File: src/rtl/ltc_pkg.sv
package ltc_pkg;

    localparam int IOUT_W = 15;
    localparam int RNG_W  = 3;

    localparam logic [RNG_W-1:0] RNG_4_20 = 3'b101;
    localparam logic [RNG_W-1:0] RNG_0_20 = 3'b110;
    localparam logic [RNG_W-1:0] RNG_0_24 = 3'b111;

    typedef enum logic [1:0] {
        HOLD_LIVE   = 2'd0,
        HOLD_CLAMP  = 2'd1,
        HOLD_PARKED = 2'd2
    } hold_st_t;

    typedef struct packed {
        logic              valid;
        logic [IOUT_W-1:0] span_ua;
        logic [IOUT_W-1:0] floor_ua;
    } rng_info_t;

    function automatic rng_info_t rng_decode(input logic [RNG_W-1:0] r);
        rng_info_t info;
        info.valid    = 1'b1;
        info.floor_ua = '0;
        unique case (r)
            RNG_4_20: begin
                info.span_ua  = 15'd16000;
                info.floor_ua = 15'd4000;
            end
            RNG_0_20: info.span_ua = 15'd20000;
            RNG_0_24: info.span_ua = 15'd24000;
            default: begin
                info.valid   = 1'b0;
                info.span_ua = '0;
            end
        endcase
        return info;
    endfunction

    function automatic logic rng_valid(input logic [RNG_W-1:0] r);
        rng_info_t info;
        info = rng_decode(r);
        return info.valid;
    endfunction

endpackage

File: src/rtl/ltc_clear_filter.sv
module ltc_clear_filter #(
    parameter int SYNC_N  = 2,
    parameter int CLR_MIN = 8
) (
    input  logic clk,
    input  logic rst,
    input  logic clear_in,
    output logic clr_act
);
    localparam int CNT_W = $clog2(CLR_MIN + 1);
    localparam logic [CNT_W-1:0] CNT_TOP = CNT_W'(CLR_MIN);

    logic [SYNC_N-1:0] sync_q;
    logic [CNT_W-1:0]  cnt_q;
    logic              clr_lvl;

    genvar gi;
    generate
        for (gi = 0; gi < SYNC_N; gi++) begin : g_sync
            if (gi == 0) begin : g_first
                always_ff @(posedge clk) begin
                    if (rst) sync_q[gi] <= 1'b0;
                    else     sync_q[gi] <= clear_in;
                end
            end else begin : g_next
                always_ff @(posedge clk) begin
                    if (rst) sync_q[gi] <= 1'b0;
                    else     sync_q[gi] <= sync_q[gi-1];
                end
            end
        end
    endgenerate

    assign clr_lvl = sync_q[SYNC_N-1];

    always_ff @(posedge clk) begin
        if (rst)                  cnt_q <= '0;
        else if (!clr_lvl)        cnt_q <= '0;
        else if (cnt_q != CNT_TOP) cnt_q <= cnt_q + 1'b1;
    end

    assign clr_act = (cnt_q == CNT_TOP);

endmodule

File: src/rtl/ltc_hold_fsm.sv
module ltc_hold_fsm
    import ltc_pkg::*;
#(
    parameter int CODE_W = 16
) (
    input  logic              clk,
    input  logic              rst,
    input  logic              clr_act,
    input  logic [CODE_W-1:0] data_word,
    input  logic              data_commit,
    input  logic              latch_empty,
    output logic [CODE_W-1:0] target_code,
    output logic [CODE_W-1:0] held_code,
    output hold_st_t          hold_st
);
    always_ff @(posedge clk) begin
        if (rst) begin
            hold_st     <= HOLD_LIVE;
            held_code   <= '0;
            target_code <= '0;
        end else begin
            unique case (hold_st)
                HOLD_LIVE: begin
                    if (clr_act) begin
                        hold_st     <= HOLD_CLAMP;
                        target_code <= '0;
                    end else if (data_commit) begin
                        held_code   <= data_word;
                        target_code <= data_word;
                    end
                end
                HOLD_CLAMP: begin
                    target_code <= '0;
                    if (!clr_act) hold_st <= HOLD_PARKED;
                end
                HOLD_PARKED: begin
                    if (clr_act) begin
                        hold_st <= HOLD_CLAMP;
                    end else if (data_commit) begin
                        held_code   <= data_word;
                        target_code <= data_word;
                        hold_st     <= HOLD_LIVE;
                    end else if (latch_empty) begin
                        target_code <= held_code;
                        hold_st     <= HOLD_LIVE;
                    end
                end
                default: begin
                    hold_st     <= HOLD_LIVE;
                    target_code <= held_code;
                end
            endcase
        end
    end

endmodule

File: src/rtl/ltc_scale.sv
module ltc_scale
    import ltc_pkg::*;
#(
    parameter int CODE_W = 16
) (
    input  logic              clk,
    input  logic              rst,
    input  logic [RNG_W-1:0]  range_sel,
    input  logic              out_en,
    input  logic [CODE_W-1:0] code,
    output logic [RNG_W-1:0]  range_code,
    output logic              drive_en,
    output logic              out_hiz,
    output logic [IOUT_W-1:0] iout_ua
);
    localparam int PROD_W = CODE_W + IOUT_W;

    rng_info_t           info;
    logic                en_q;
    logic [PROD_W-1:0]   prod;
    logic [IOUT_W-1:0]   step_ua;

    always_ff @(posedge clk) begin
        if (rst) begin
            range_code <= '0;
            en_q       <= 1'b0;
        end else begin
            range_code <= range_sel;
            en_q       <= out_en & rng_valid(range_sel);
        end
    end

    always_comb begin
        info    = rng_decode(range_code);
        prod    = {{CODE_W{1'b0}}, info.span_ua} * {{IOUT_W{1'b0}}, code};
        step_ua = prod[PROD_W-1:CODE_W];
        iout_ua = en_q ? (info.floor_ua + step_ua) : '0;
    end

    assign drive_en = en_q;
    assign out_hiz  = ~en_q;

endmodule

File: src/rtl/loop_target_ctrl.sv
module loop_target_ctrl
    import ltc_pkg::*;
#(
    parameter int CODE_W  = 16,
    parameter int SYNC_N  = 2,
    parameter int CLR_MIN = 8
) (
    input  logic              clk,
    input  logic              rst,
    input  logic              clear_in,
    input  logic [CODE_W-1:0] data_word,
    input  logic              data_commit,
    input  logic              latch_empty,
    input  logic [2:0]        range_sel,
    input  logic              out_en,
    output logic [CODE_W-1:0] target_code,
    output logic [2:0]        range_code,
    output logic              drive_en,
    output logic              out_hiz,
    output logic [14:0]       iout_ua
);
    logic              clr_act;
    logic [CODE_W-1:0] held_code;
    hold_st_t          hold_st;

    ltc_clear_filter #(
        .SYNC_N (SYNC_N),
        .CLR_MIN(CLR_MIN)
    ) u_filt (
        .clk     (clk),
        .rst     (rst),
        .clear_in(clear_in),
        .clr_act (clr_act)
    );

    ltc_hold_fsm #(
        .CODE_W(CODE_W)
    ) u_hold (
        .clk        (clk),
        .rst        (rst),
        .clr_act    (clr_act),
        .data_word  (data_word),
        .data_commit(data_commit),
        .latch_empty(latch_empty),
        .target_code(target_code),
        .held_code  (held_code),
        .hold_st    (hold_st)
    );

    ltc_scale #(
        .CODE_W(CODE_W)
    ) u_scale (
        .clk       (clk),
        .rst       (rst),
        .range_sel (range_sel),
        .out_en    (out_en),
        .code      (target_code),
        .range_code(range_code),
        .drive_en  (drive_en),
        .out_hiz   (out_hiz),
        .iout_ua   (iout_ua)
    );

endmodule

File: config.mk
export PLATFORM = sky130hd
export DESIGN_NAME = loop_target_ctrl
export DESIGN_NICKNAME = d
export VERILOG_FILES = /design/src/rtl/ltc_pkg.sv /design/src/rtl/ltc_clear_filter.sv /design/src/rtl/ltc_hold_fsm.sv /design/src/rtl/ltc_scale.sv /design/src/rtl/loop_target_ctrl.sv
export SDC_FILE = /design/constraint.sdc
export NUM_CORES = 1
export LEC_CHECK = 0
export ABC_AREA = 1
export CORE_UTILIZATION = 45
export DETAILED_ROUTE_END_ITERATION = 8
export PLACE_DENSITY_LB_ADDON = 0.15
export SYNTH_ARGS = -nofsm -noshare
export SYNTH_HDL_FRONTEND = slang
export SYNTH_SLANG_ARGS = --single-unit
File: constraint.sdc
create_clock -name clk -period 6.4 [get_ports clk]
set_input_delay 0.64 -clock clk [delete_from_list [all_inputs] [get_ports clk]]
set_output_delay 0.64 -clock clk [all_outputs]
set_load 0.05 [all_outputs]
Yosys cells after proc, flatten, opt, wreduce, memory -nomap -nowiden
Cells that the tools add are included.
{ "word_totals": {"word_cells": 55, "output_inout_bits": 36, "reg_bits": 44, "input_bits": 25} }
{ "classes": {"n_addsub": 2, "muxes": 17, "n_reduce_logical": 7, "bitwise": 4, "eq_ne": 16, "n_mul": 1} }
{ "op_table": {"columns": ["op", "n"], "rows": [
  ["16-bit two-way mux", 5],
  ["16-bit case mux with 3 select lines", 1],
  ["15-bit case mux with 3 select lines", 1],
  ["15-bit by 16-bit multiplier with 31-bit output", 1],
  ["3-bit == test, second input constant", 6],
  ["12-bit by 15-bit adder with 15-bit output", 1],
  ["15-bit two-way mux", 1],
  ["12-bit two-way mux", 1],
  ["2-bit two-way mux", 5],
  ["3-bit AND reduction", 3],
  ["2-bit case mux with 3 select lines", 1],
  ["4-bit by 1-bit adder with 4-bit output, second input constant", 1],
  ["4-bit == test, second input constant", 1],
  ["2-bit inequality test, second input constant", 2],
  ["4-bit by 3-bit inequality test with 1-bit output, second input constant", 1],
  ["4-bit inequality test, second input constant", 1],
  ["2-bit OR reduction", 2],
  ["3-bit by 2-bit inequality test with 1-bit output, second input constant", 1],
  ["3-bit inequality test, second input constant", 1],
  ["1-bit inverter", 3],
  ["3-bit OR reduction", 1],
  ["2-bit by 1-bit == test with 1-bit output, second input constant", 1],
  ["2-bit == test, second input constant", 1],
  ["2-bit zero test", 1],
  ["other kinds (3)", 4]
]} }

Longest topological paths before layout
{ "depth": {"word_depth": 5, "mapped_depth": 37, "depth_no_buf": 37} }

By module
From an unflattened synthesis, not the netlist that was laid out.
{ "unflattened": {"hier_cells": 1113, "area_unflattened_um2": 8034.0} }
{ "modules_own_cells": {"columns": ["mod", "cells_each", "area_per_inst_um2", "n_inst", "seq_area_each_um2"], "rows": [
  ["ltc_scale", 764, 5859.4, 1, 80.1],
  ["ltc_hold_fsm", 310, 1900.6, 1, 680.7],
  ["ltc_clear_filter", 39, 274.0, 1, 120.1]
]} }

Least setup slack after synthesis
No wires, ideal clock.
{ "synth_path": {"path_kind": "reg2out", "start": "reg u_scale.range_code[2]", "end": "out iout_ua[14]", "required_time_ps": 5760, "stages_incl_launch_ff": 33, "path_buffers": 0, "slack_ps": -1713, "t_arrival_ps": 7473, "cell_sequence": "dfxtp_1 -> nand2_1 -> nor2_2 -> inv_1 -> nand2_1 -> inv_2 -> nor2_1 -> fa_1 -> inv_1 -> fa_1 -> inv_1 -> fa_1 -> fa_1 -> inv_1 -> fa_1 -> inv_1 -> ha_1 -> ha_1 -> nand2_1 -> nor2_1 -> a21oi_1 -> o21bai_1 -> nand3_1 -> o21ai_1 -> xor2_1 -> inv_1 -> ha_1 -> nand2_1 -> o21ai_0 -> o21bai_1 -> a21boi_0 -> a21oi_1 -> nor2_1"} }
{ "synth_via": {"elab_chain_cells": 5, "elab_cells_between_ends": 8, "classes_between": "add/sub: 1; mul: 1; eq/ne: 3; mux: 3"} }
{ "synth_rtl": {"columns": ["element", "line_no", "text"], "rows": [
  ["start: declaration", "ltc_scale.sv:11", "output logic [RNG_W-1:0] range_code,"],
  ["start signal: assignment", "ltc_scale.sv:28", "range_code <= range_sel;"],
  ["3-bit == test", null, null],
  ["15-bit case mux with 3 select lines", "ltc_pkg.sv:26", "unique case (r)"],
  ["15-bit by 16-bit multiplier with 31-bit output", "ltc_scale.sv:35", "prod = {{CODE_W{1'b0}}, info.span_ua} * {{IOUT_W{1'b0}}, code};"],
  ["12-bit by 15-bit adder with 15-bit output (*)", "ltc_scale.sv:37", "iout_ua = en_q ? (info.floor_ua + step_ua) : '0;"],
  ["15-bit two-way mux (*)", "ltc_scale.sv:37", null],
  ["end: declaration", "loop_target_ctrl.sv:20", "output logic [14:0] iout_ua"]
]} }
Mark *: on every way between the ends. The rest lies on a longest branch, timed or not.

Worst setup path in the final report
Same ends and word-level chain as after synthesis.

==> reports/qor.csv <==
stage,metric,value,unit
placement,Placed Area,9910,um^2
die,die height,130,um
global_routing,vias in the first global route,6795,
synth,number of synthesized flops with an enable pin,0,
timing,"Hold Violations, Final",0,
setup_path,CP required,5760,ps
global_routing,largest net degree at the start of global routing,28,
synth,synthesis warning total,0,
synth,synthesized net count,1170,
setup_path,Startpoint Class,register,
timing,final setup fails,9,
die,area of the die,16800,um^2
synth,simple-gate portion of the synthesized area,17.4,%
timing,Least-Margin Pin Slew,744,ps
routing,DRC,0,
cts,Inserted Clock Buffers,5,
layout,Final nets,1392,
die,row count,46,
timing,final worst slack,-913,ps
timing,relative max-transition margin,50.3,%
layout,fraction of layout cells with a size suffix above 1,33.5,%
layout,"Core Util, Final",68.0,%
setup_path,CP max-delay cell,fa_2,
die,Starting Density,46.3,%
setup_path,Buf/Inv on CP,5,
routing,Total Wirelength,19900,um
status,failing checks,setup timing,
die,core box area,15900,um^2
placement,PortBufs,60,
cts,clock-pin slew of the registers on the worst-case setup and hold paths,60,ps
global_routing,total grt overflow,0,
setup_path,CP Class,reg -> out,
global_routing,total track usage,24.4,%
synth,commonest register cell after synthesis,dfxtp_1,
placement,dpl ws,-648,ps
min_path,hold depth,2,
routing,routed length per placed instance,14.5,um
timing,setup_tns,-6230,ps
die,I/O pin count,61,
setup_path,CP arrival,6670,ps
synth,"FF+latch count, synth",44,
layout,number of inserted diodes,0,
synth,complex-gate fraction of the synthesized area,9.55,%
synth,fraction of registers with async set/reset,0,%
setup_path,FF-to-FF path depth,8,
cts,hold buffer count at CTS,0,
cts,CTS tree,built,
routing,DR iter-0 viols,310,
timing,Period minus WS final,7310,ps
setup_path,CP max stage delay,590,ps
timing,Fin Hold WS,407,ps
cts,H-tree lvl count,2,
synth,"Distinct cells, synth",41,
placement,GPL Wtd Cong,0.916,
layout,non-filler cells in the finished layout,1375,
global_routing,antenna violations before repair,0,
setup_path,CP Capture Type,primary output,
layout,"Design Area, Final",10800,um^2
status,status,"finished, violations left",
run,Max-Cap Viols,0,
synth,Post-Synth XOR/XNOR Area,1.67,%
timing,Max Clock Skew,7.01,ps
timing,RSZ-0062 raised after global routing,yes,
setup_path,CP top delay family,adder cells,
synth,Synth Cell Area,7350,um^2
setup_path,CP most frequent cell,nand2_2,
cts,CTS Root Cell,clkbuf_16,
timing,Tcrit/Tclk final,114,%
layout,FILL cells,1320,
placement,Placed Cells,1345,
placement,detailed placement HPWL,16300,um
power_and_ir_drop,Max VDD drop,0.000163,V
routing,post-DR vias/cell,4.91,
power_and_ir_drop,leakage power total,5.49,nW
synth,post-synthesis mux area share,0,%
cts,clk buf depth,2,
synth,Syn Inst Count,936,
power_and_ir_drop,PwrDens,90.2,nW/um^2
cts,Clock Latency Late Sink,290,ps
routing,post-route ant nets,0,
routing,DRT Pass-1 Iters,5,
synth,largest family of logic cells by synthesized area,adder cells,
timing,max-slew violations,0,
setup_path,CP Depth,31,
timing,Fmax,137,MHz
setup_path,CP Max Fanout,5,
power_and_ir_drop,Total Power,0.974,mW
global_routing,wire length of the first global-routing pass,32100,um
cts,Num Clock Sinks,44,
die,Die Wd,130,um
synth,syn_area_per_cell,7.85,um^2
layout,area grow syn2layout,47.0,%
min_path,Hold WC Path Type,reg -> reg,
routing,vias,6748,
synth,adder-cell share of the synthesized area,46.8,%
synth,part of the Yosys area used for sequential elements,12.0,%
==> state kept, by name, summed over array words and instances (netlist names) <==
signal and cells:
u_filt.clr_lvl 1, u_filt.cnt_q 4, u_filt.sync_q 1, u_hold.held_code 16
u_hold.hold_st 2, u_hold.target_code 16, u_scale.drive_en 1, u_scale.range_code 3
==> worst register-to-register path, stage by stage (launching register included) <==
cell	delay, ps
dfxtp_1	390
inv_1	80
ha_1	210
nand3_2	130
nor2_1	80
nor3_4	600
inv_2	290
a221oi_1	310
a211oi_1	80
==> cell families after synthesis <==
kind of cell	Yosys count
xor gates and xnor gates	14
and+or+nand+nor	314
buffers and inverters	242
DFF	44
AOI/OAI and AO/OA	113
adders and majority gates	209
==> power breakdown <==
group / internal, mW / switching, mW
combinational: 0.173 / 0.202
sequential: 0.291 / 0.0117
clock: 0.186 / 0.111
==> worst paths after layout <==
| path | from | end | slack, ps |
|---|---|---|---|
| worst max-delay path | u_scale.range_code[2] | iout_ua[14] | -910 |
| worst max register to register | u_filt.cnt_q[0] | u_hold.target_code[7] | 4090 |
| worst min-delay path | u_filt.sync_q[0] | u_filt.clr_lvl | 410 |
| worst min register to register | u_filt.sync_q[0] | u_filt.clr_lvl | 410 |
==> Yosys cell counts (all sizes together) (2+ instances only) <==
cell      n  area [um^2]
inv     227          852
nor2    154          586
nand2   125          474
fa      110         2200
ha       99         1240
dfxtp    44          881
a21oi    39          199
o21ai    38          190
nand3    20          110
a32oi     9         78.8
a211oi    8         65.1
clkbuf    8         30.0
a221oi    7         80.1
buf       7         40.0
nor3      7         51.3
xnor2     7         61.3
xor2      7         61.3
o21bai    5         37.5
nand4     3         25.0
a21boi    2         15.0
a31oi     2         12.5
and2      2         12.5
==> area by class of cell <==
| type | instances | area (um^2) | area share (%) |
|---|---|---|---|
| clock inverter | 3 | 45.0 | 0.417 |
| clock buffer | 5 | 125 | 1.16 |
| inverter | 227 | 860 | 7.96 |
| tap | 216 | 270 | 2.50 |
| timing repair buffer | 230 | 2140 | 19.8 |
| multi-input combinational | 650 | 6450 | 59.7 |
| sequential | 44 | 907 | 8.40 |
==> cells in the final DEF (no fill, tap or decap), drive strengths merged, types with 5 or more instances in the layout <==
cell,netlist,layout
xnor2,7,7
a221oi,7,7
xor2,7,7
clkbuf,8,6
dfxtp,44,44
nor3,7,7
inv,227,229
clkdlybuf4s50,0,45
nor2,154,154
a32oi,9,9
nand3,20,20
a211oi,8,8
ha,99,99
a21oi,39,39
nand2,125,125
buf,7,184
o21ai,38,38
o21bai,5,5
fa,110,110
==> routing by layer <==
metal | global-route usage [%] | wire length, um | vias to the layer above
met5 | 0 | 0 | -
met4 | 2.80 | 142 | 0
met3 | 2.30 | 874 | 16
met2 | 43.2 | 9870 | 159
met1 | 33.4 | 9050 | 3243
li1 | - | - | 3330
==> repair_timing <==
action / CTS / global route
resized for setup: 53 / 86
cloned: 0 / 1
endpoints found under the setup margin: 9 / 11
setup buffers: 10 / 11
pin swaps: 35 / 27
Note: power is estimated with default switching activity, not from simulation.
